### src/rtl/label_sched_pkg.sv
package label_sched_pkg;
  typedef enum logic [1:0] {
    ACT_PASS = 2'd0,
    ACT_BUF  = 2'd1,
    ACT_DROP = 2'd2
  } act_e;
endpackage

### src/rtl/lsch_fwd_table.sv
module lsch_fwd_table #(
  parameter int ADDR_W = 8,
  parameter int PORT_W = 3
) (
  input  logic              clk_i,
  input  logic              rst_ni,
  input  logic              we_i,
  input  logic [ADDR_W-1:0] waddr_i,
  input  logic [ADDR_W-1:0] wnew_i,
  input  logic [PORT_W-1:0] wport_i,
  input  logic [ADDR_W-1:0] raddr_i,
  output logic [ADDR_W-1:0] rnew_o,
  output logic [PORT_W-1:0] rport_o
);
  localparam int DEPTH   = 1 << ADDR_W;
  localparam int ENTRY_W = ADDR_W + PORT_W;

  logic [ENTRY_W-1:0] mem_q [DEPTH];

  always_ff @(posedge clk_i or negedge rst_ni) begin
    if (!rst_ni) begin
      for (int i = 0; i < DEPTH; i++) mem_q[i] <= '0;
    end else if (we_i) begin
      mem_q[waddr_i] <= {wnew_i, wport_i};
    end
  end

  assign {rnew_o, rport_o} = mem_q[raddr_i];
endmodule

### src/rtl/lsch_decide.sv
module lsch_decide
  import label_sched_pkg::*;
#(
  parameter int                 TTL_W        = 5,
  parameter int                 PORT_W       = 3,
  parameter int                 HOP_N        = 4,
  parameter logic [PORT_W-1:0]  DISCARD_PORT = '1
) (
  input  logic [TTL_W-1:0]        ttl_i,
  input  logic [PORT_W-1:0]       tbl_port_i,
  input  logic [(1<<PORT_W)-1:0]  busy_i,
  output logic [TTL_W-1:0]        ttl_o,
  output logic [PORT_W-1:0]       port_o,
  output act_e                    act_o
);
  localparam int HOP_LG = $clog2(HOP_N);

  logic hop_hit, contended, expired;

  // saturating decrement
  assign ttl_o     = (ttl_i == '0) ? '0 : ttl_i - TTL_W'(1);
  assign expired   = (ttl_o == '0);
  assign contended = busy_i[tbl_port_i];

  generate
    if (HOP_LG == 0) begin : g_every_hop
      assign hop_hit = 1'b1;
    end else begin : g_mod_hop
      assign hop_hit = ~|ttl_o[HOP_LG-1:0];
    end
  endgenerate

  // priority: discard > buffer > pass
  always_comb begin
    if (expired) begin
      act_o  = ACT_DROP;
      port_o = DISCARD_PORT;
    end else if (hop_hit || contended) begin
      act_o  = ACT_BUF;
      port_o = tbl_port_i;
    end else begin
      act_o  = ACT_PASS;
      port_o = tbl_port_i;
    end
  end
endmodule

### src/rtl/label_sched.sv
module label_sched
  import label_sched_pkg::*;
#(
  parameter int                ADDR_W       = 8,
  parameter int                TTL_W        = 5,
  parameter int                LABEL_W      = 16,
  parameter int                PORT_W       = 3,
  parameter int                HOP_N        = 4,
  parameter logic [PORT_W-1:0] DISCARD_PORT = '1
) (
  input  logic                     clk_i,
  input  logic                     rst_ni,
  input  logic                     tbl_we_i,
  input  logic [ADDR_W-1:0]        tbl_addr_i,
  input  logic [ADDR_W-1:0]        tbl_addr_new_i,
  input  logic [PORT_W-1:0]        tbl_port_i,
  input  logic                     label_valid_i,
  output logic                     label_ready_o,
  input  logic [LABEL_W-1:0]       label_i,
  input  logic [(1<<PORT_W)-1:0]   port_busy_i,
  output logic                     out_valid_o,
  output logic [LABEL_W-1:0]       label_o,
  output logic [PORT_W-1:0]        port_o,
  output logic [1:0]               action_o,
  output logic                     buf_req_o
);
  localparam int RSV_W  = LABEL_W - ADDR_W - TTL_W;
  localparam int ADDR_L = LABEL_W - ADDR_W;

  logic [ADDR_W-1:0] in_addr, new_addr;
  logic [RSV_W-1:0]  in_rsv;
  logic [TTL_W-1:0]  in_ttl, new_ttl;
  logic [PORT_W-1:0] tbl_port, sel_port;
  act_e              act;
  logic              accept;

  assign in_addr = label_i[LABEL_W-1:ADDR_L];
  assign in_rsv  = label_i[ADDR_L-1:TTL_W];
  assign in_ttl  = label_i[TTL_W-1:0];

  assign label_ready_o = !tbl_we_i;
  assign accept        = label_valid_i && label_ready_o;

  lsch_fwd_table #(.ADDR_W(ADDR_W), .PORT_W(PORT_W)) u_table (
    .clk_i   (clk_i),
    .rst_ni  (rst_ni),
    .we_i    (tbl_we_i),
    .waddr_i (tbl_addr_i),
    .wnew_i  (tbl_addr_new_i),
    .wport_i (tbl_port_i),
    .raddr_i (in_addr),
    .rnew_o  (new_addr),
    .rport_o (tbl_port)
  );

  lsch_decide #(
    .TTL_W(TTL_W), .PORT_W(PORT_W), .HOP_N(HOP_N), .DISCARD_PORT(DISCARD_PORT)
  ) u_decide (
    .ttl_i      (in_ttl),
    .tbl_port_i (tbl_port),
    .busy_i     (port_busy_i),
    .ttl_o      (new_ttl),
    .port_o     (sel_port),
    .act_o      (act)
  );

  logic               valid_q;
  logic [LABEL_W-1:0] label_q;
  logic [PORT_W-1:0]  port_q;
  act_e               act_q;

  always_ff @(posedge clk_i or negedge rst_ni) begin
    if (!rst_ni) begin
      valid_q <= 1'b0;
      label_q <= '0;
      port_q  <= '0;
      act_q   <= ACT_PASS;
    end else begin
      valid_q <= accept;
      if (accept) begin
        label_q <= {new_addr, in_rsv, new_ttl};
        port_q  <= sel_port;
        act_q   <= act;
      end
    end
  end

  assign out_valid_o = valid_q;
  assign label_o     = label_q;
  assign port_o      = port_q;
  assign action_o    = act_q;
  assign buf_req_o   = valid_q && (act_q == ACT_BUF);


  accept_strobe_chk: assert property (@(posedge clk_i) disable iff (!rst_ni)
    accept |=> out_valid_o);

  no_spurious_valid_chk: assert property (@(posedge clk_i) disable iff (!rst_ni)
    !accept |=> !out_valid_o);

  hold_chk: assert property (@(posedge clk_i) disable iff (!rst_ni)
    !accept |=> ($stable(label_o) && $stable(port_o) && $stable(action_o)));

  ttl_dec_chk: assert property (@(posedge clk_i) disable iff (!rst_ni)
    accept |=> (label_o[TTL_W-1:0] ==
      (($past(label_i[TTL_W-1:0]) == '0) ? '0 : TTL_W'($past(label_i[TTL_W-1:0]) - TTL_W'(1)))));

  rsv_keep_chk: assert property (@(posedge clk_i) disable iff (!rst_ni)
    accept |=> (label_o[ADDR_L-1:TTL_W] == $past(label_i[ADDR_L-1:TTL_W])));

  drop_port_chk: assert property (@(posedge clk_i) disable iff (!rst_ni)
    (out_valid_o && action_o == ACT_DROP) |->
      (port_o == DISCARD_PORT && label_o[TTL_W-1:0] == '0 && !buf_req_o));

  pass_ttl_chk: assert property (@(posedge clk_i) disable iff (!rst_ni)
    (out_valid_o && action_o == ACT_PASS) |-> (label_o[TTL_W-1:0] != '0 && !buf_req_o));

  buf_req_valid_chk: assert property (@(posedge clk_i) disable iff (!rst_ni)
    !out_valid_o |-> !buf_req_o);
endmodule

### config.mk
export PLATFORM = sky130hd
export DESIGN_NAME = label_sched
export DESIGN_NICKNAME = d
export VERILOG_FILES = /design/src/rtl/label_sched_pkg.sv /design/src/rtl/lsch_fwd_table.sv /design/src/rtl/lsch_decide.sv /design/src/rtl/label_sched.sv
export SDC_FILE = /design/constraint.sdc
export NUM_CORES = 2
export LEC_CHECK = 0
export BUFFER_PORTS_ARGS = -buffer_cell sky130_fd_sc_hd__buf_2
export CAP_MARGIN = 5
export CORE_MARGIN = 5
export CORE_UTILIZATION = 55
export CTS_CLUSTER_DIAMETER = 40
export DETAILED_ROUTE_END_ITERATION = 10
export PLACE_DENSITY = 0.74
export SLEW_MARGIN = 20
export SYNTH_ARGS = -nofsm -noshare
export SYNTH_HDL_FRONTEND = slang
export SYNTH_SLANG_ARGS = --single-unit
### constraint.sdc
create_clock -name clk_i -period 2.7 [get_ports clk_i]
set_clock_uncertainty 0.2 [all_clocks]
set_input_delay 0 -clock clk_i [delete_from_list [all_inputs] [get_ports clk_i]]
set_output_delay 0 -clock clk_i [all_outputs]
set_load 0.1 [all_outputs]
# Word-level counts from Yosys, hierarchy flattened

Index checks and enable logic that the tools add are counted.

Output and inout port bits: 24
Input port bits: 47
Flip-flop bits (word level): 2838
Logic and storage cells: 289

Magnitude comparators: 4
Multiplexer cells: 12
Add/sub/neg operators: 1
Equality and inequality tests: 1
Reductions and logical operators: 9
Bitwise logic cells: 2

Operators by type and width:

| cell                                                        | count |
|---|---|
| bitwise mux 2816 bit                                        | 1 |
| binary-select mux 11 bit (select 8 bit)                     | 1 |
| demux 11 bit (select 8 bit)                                 | 1 |
| two-way mux 11 bit                                          | 3 |
| greater-or-equal comparator 9 bit (second input constant)   | 2 |
| inverter 8 -> 9 bit                                         | 2 |
| logical NOT 5 bit                                           | 2 |
| less-than comparator 9 x 1 -> 1 bit (second input constant) | 1 |
| two-way mux 5 bit                                           | 1 |
| subtractor 5 x 1 -> 5 bit (second input constant)           | 1 |
| less-than comparator 3 x 4 -> 1 bit (second input constant) | 1 |
| binary-select mux 1 bit (select 3 bit)                      | 1 |
| logical AND 1 bit                                           | 3 |
| two-way mux 3 bit                                           | 1 |
| equality test 2 x 1 -> 1 bit (second input constant)        | 1 |
| logical NOT 1 bit                                           | 2 |
| two-way mux 1 bit                                           | 2 |
| two-way mux 2 bit                                           | 1 |
| OR reduction 2 bit                                          | 1 |
| logical OR 1 bit                                            | 1 |

# Depth between registers and ports, before layout

Depth after elaboration: 9
Mapped depth: 14
Depth with buffers taken out: 9

# Hierarchy

Synthesis repeated with hierarchy kept, for this count alone.

Cell total of the unflattened synthesis: 8418
Area total of the unflattened synthesis: 129148.9 µm²

Modules (own cells, without submodules):

| module         | times used | cells each | area each (µm²) | seq. area each (µm²) |
|---|---|---|---|---|
| lsch_fwd_table | 1          | 8341       | 127980.2        | 70467.6 |
| label_sched    | 1          | 49         | 923.4           | 550.5 |
| lsch_decide    | 1          | 28         | 245.2           | 0.0 |

# Worst setup path after synthesis

No wires, ideal clock.

Path kind: input to register
Start point: in label_i[10]
End point: reg label_q[15] (netlist: label_o[15])
Arrival: 2.837 ns
Stages on the path: 9
Buffers on the path: 4
Data required time: 2.380 ns
Setup slack: -0.456 ns
Setup time: 0.120 ns
Cell sequence: buf_2 > buf_2 > clkbuf_1 > buf_1 > mux4_2 > mux4_2 > mux4_2 > nand2_1 > nand2_1

Longest elaborated chain between the ends: 4

RTL lines:

| what                                                  | RTL line             | RTL |
|---|---|---|
| start, declared                                       | label_sched.sv:19    | `input logic [LABEL_W-1:0] label_i,` |
| inverter 8 -> 9 bit (not written as such)             | lsch_fwd_table.sv:28 | `assign {rnew_o, rport_o} = mem_q[raddr_i];` |
| binary-select mux 11 bit (select 8 bit)               | lsch_fwd_table.sv:28 |  |
| two-way mux 11 bit (not written as such) (2 in a row) | lsch_fwd_table.sv:28 |  |
| end signal, assigned                                  | label_sched.sv:81    | `label_q <= {new_addr, in_rsv, new_ttl};` |
| end, declared                                         | label_sched.sv:68    | `logic [LABEL_W-1:0] label_q;` |

No other way between the ends. The select of a mux whose other input is x is not followed.
A chain may end at the register's enable or synchronous reset.

# Final worst setup path

Start point: reg u_table.mem_q[144] in the netlist's numbering
End point: reg act_q[0] (netlist: action_o[0])

Longest elaborated chain between the ends: 8

RTL lines:

| what                                                  | RTL line             | RTL |
|---|---|---|
| start, declared                                       | lsch_fwd_table.sv:18 | `logic [ENTRY_W-1:0] mem_q [DEPTH];` |
| start signal, assigned by index                       | lsch_fwd_table.sv:24 | `mem_q[waddr_i] <= {wnew_i, wport_i};` |
| binary-select mux 11 bit (select 8 bit)               | lsch_fwd_table.sv:28 |  |
| two-way mux 11 bit (not written as such) (2 in a row) | lsch_fwd_table.sv:28 |  |
| binary-select mux 1 bit (select 3 bit)                | lsch_decide.sv:23    | `assign contended = busy_i[tbl_port_i];` |
| two-way mux 1 bit (not written as such)               | lsch_decide.sv:23    |  |
| logical OR 1 bit                                      | lsch_decide.sv:38    | `end else if (hop_hit \|\| contended) begin` |
| two-way mux 1 bit                                     | lsch_decide.sv:38    |  |
| two-way mux 2 bit                                     | lsch_decide.sv:35    | `if (expired) begin` |
| end signal, assigned                                  | label_sched.sv:83    | `act_q <= act;` |
| end, declared                                         | label_sched.sv:70    | `act_e act_q;` |

No other way between the ends. The select of a mux whose other input is x is not followed.

==> results.md <==
* LEAKAGE at 0.0737 µW
* YS warnings at 0
* Power per cell area at 726 mW/mm²
* Slew Viols, Final at 0
* CP arrival at 3.95 ns
* Failing checks: negative setup slack
* Int Pwr at 85500 µW
* Critical path depth at 12
* Normalized max-slew margin at 0.162
* CP max FO at 2
* Hold path depth at 3
* Hold crit path type: input port to register
* FF+latch count, synth at 2838
* Fillers at 15.5k
* Pin count of the biggest net entering global routing at 173
* Largest family of logic cells by synthesized area: multiplexers
* CP Class: register to register
* Nets at 8590
* Drt drc at 0
* Slew @ Worst Pin at 1.26 ns
* Area of the mapped netlist at 0.129 mm²
* CTS Buf Count at 426
* Xor and xnor area share after synthesis at 0.000136
* Ys async rst share at 1.00
* CP bufs+invs at 3
* Post-synthesis simple-gate area fraction at 0.0162
* Wire per inst at 30.5 µm
* Most common cell after layout, fill and taps aside: dfrtp_1
* Post-synth EDFFs at 0
* DR vias at 77.6k
* Clock buffer depth at 4
* Compound-gate portion of the synthesized area at 0.00524
* Most frequent cells in the layout: dfrtp_1, mux2_2, mux4_2
* Adder-cell share of the synthesized area at 0.0000969
* Delay-heaviest family, CP: multiplexers
* Final WL at 368000 µm
* Port Buffers at 70
* Chip Width at 495 µm
* Setup TNS at -4.37 ns
* Sequential power share at 0.408
* HPWL after DPL at 236000 µm
* Mapped Nets at 8069
* CTS sink count at 2838
* Worst R2R Path Depth at 12
* Crit. End Element: register
* Vias in the first global route at 82.6k
* Max VDD drop at between 600 and 700 µV
* Switch share at 0.237
* CTS tree: yes
* Total power at 112000 µW
* Crit-path slowest cell: mux4_2
* Clk pwr share at 0.514
* Layout cell share with drive strength beyond 1 at 0.597
* Layout area overhead at 19.5%
* CP startpoint kind: register
* Setup violators final at 22
* Htree depth at 5
* Drt initial violations at 7023
* Fin crit share at 1.20
* Post-synthesis cell count at 8021
* Mux cell area share after synthesis at 0.403
* Sw Pwr at 26500 µW
* CTS root buf: clkbuf_16
* F_max at between 300 and 400 MHz
* Via density at 6.44
* GRT Util Overall at 0.304
* CP Cell Sequence: mux4_2, mux2i_2, buf_4, a22oi_1, nand4_1, buf_12, nand2_1, nand3_1, o311a_1, buf_12, mux4_2, o21ai_2
* Final setup margin at -0.551 ns
* Clk slew on worst S/H paths at roughly 0.06 ns
* Initial antenna violation count at 29
* Worst skew pair latency at 1.01 ns
* Ranking of synthesized cells by area: dfrtp_1, mux2_2, mux4_2, clkbuf_1, buf_1
* Die Ht at 495 µm
* Final core utilization at 0.658
* Final Hold Vio Count at 0
* Grt ovf at 0
* Starting Density at 0.551
* Core footprint at 0.235 mm²
* Synth top area share at 0.550
* Syn_area_per_cell at approximately 16 µm²
* GP Congestion at 0.881
* Unrepaired setup endpoints after global routing: true
* Post-synthesis sequential area ratio at 0.550
* Final min period at 3.25 ns
* Die footprint at 0.245 mm²
* Critical Path RT at 3.40 ns
* Row Count at around 180
* Post-route ant nets at 0
* Max-cap violations at 0
* Post-synth cell types at 55
* Dominant cell type by area after synthesis: dfrtp_1
* Top Ports at between 70 and 80
* CP max stage delay at 0.53 ns
* First-pass GRT wire length at around 560000 µm
* Status: finished with violations
* Comb power frac at 0.078
* 1st-pass router iterations at 5
* Ys flop type: dfrtp_1
what timing repair did:
item | CTS | global route
pin swaps | 10 | 14
setup endpoints to repair | 12 | 154
gates resized for setup | 19 | 32
hold endpoints to repair | 5425 | 0
hold buffers | 90 | 0
buffers inserted | 5 | 5
power groups by stage:
stage	sequential [µW]	clock, µW	combinational, µW
after floorplan	46300	0	5020
after global placement	46200	0	8280
after detailed placement	46400	0	8520
after CTS	45700	58100	8730
after global routing	45900	60100	9290
final	45700	57500	8740
final timing paths:
kind                               startpoint                   to  slack (ns)
hold / removal              tbl_addr_new_i[0]   u_table.mem_q[817]       0.007
max in group asynchronous              rst_ni   u_table.mem_q[119]        0.35
hold reg to reg                    label_o[3]           label_o[3]        0.28
min in group asynchronous              rst_ni  u_table.mem_q[2107]        0.50
setup / recovery           u_table.mem_q[144]          action_o[0]       -0.55
setup reg to reg           u_table.mem_q[144]          action_o[0]       -0.55
per-layer routing:
layer | vias to the layer above | wire (µm) | global-route usage
met5 | - | 66 | 0
met4 | 10 | 18800 | 0.134
met3 | 893 | 27900 | 0.0681
met2 | 3132 | 174000 | 0.471
met1 | 42600 | 148000 | 0.418
li1 | 31000 | - | -
cell families (layout without fill, tap and decap cells):
logic type	Yosys count	in the layout
other	0	23
AND/OR/NAND/NOR	506	506
buffers and inverters	822	1687
XOR/XNOR	2	2
multiplexers	3759	3759
flip-flops	2838	2838
adder cells (fa/ha/maj)	1	1
AO/OA/AOI/OAI	93	93
worst min-delay path: cells and delay by family:
family | cells | cell delay [ns]
mux | 1 | 0.34
buf+inv | 2 | 0.80
state kept, by name (all words and copies together), names as in the netlist:
name,count
u_table.mem_q,2816
label_o,16
port_o,3
action_o,2
out_valid_o,1
cells in the mapped netlist (all sizes together) (2+ instances only):
cell type / n
a22o: 2
o22ai: 7
buf: 337
a22oi: 14
clkbuf: 474
a32oi: 2
a31oi: 8
a2111oi: 2
nand3: 31
a21oi: 10
clkinv: 3
mux2i: 65
nand2b: 12
and3: 2
nor4: 3
a211oi: 7
nand2: 196
o31ai: 7
o22a: 2
a311oi: 2
or3: 3
and2: 2
mux2: 2825
a32o: 2
nor3: 23
nand4: 7
nor2: 208
xnor2: 2
nor2b: 15
o211ai: 6
mux4: 869
or2: 2
inv: 8
dfrtp: 2838
o21ai: 11
cell type report:
| cell class | instances | area (µm²) | share of cell area |
|---|---|---|---|
| Tap cell | 3150 | 3940 | 0.0255 |
| Clock buffer | 517 | 11700 | 0.0755 |
| Multi-Input combinational cell | 4361 | 55000 | 0.356 |
| Inverter | 11 | 47.5 | 0.000308 |
| Antenna cell | 23 | 57.6 | 0.000373 |
| Timing Repair Buffer | 904 | 9270 | 0.0600 |
| Clock inverter | 255 | 3390 | 0.0220 |
| Sequential cell | 2838 | 71000 | 0.460 |
through the flow:
step	cell area [µm²]	hold slack [ns]	std cells	setup WS [ns]
finish	154000	0.00682	12100	-0.551
detailed placement	138000	-0.288	11200	-1.29
CTS	154000	0.00348	12000	-0.498
floorplan	130000	-0.496	8021	-0.0151
global route	154000	0.00713	12000	-0.557
global placement	138000	-0.291	11200	-1.36
No activity file was read; power rests on OpenSTA's default activity.
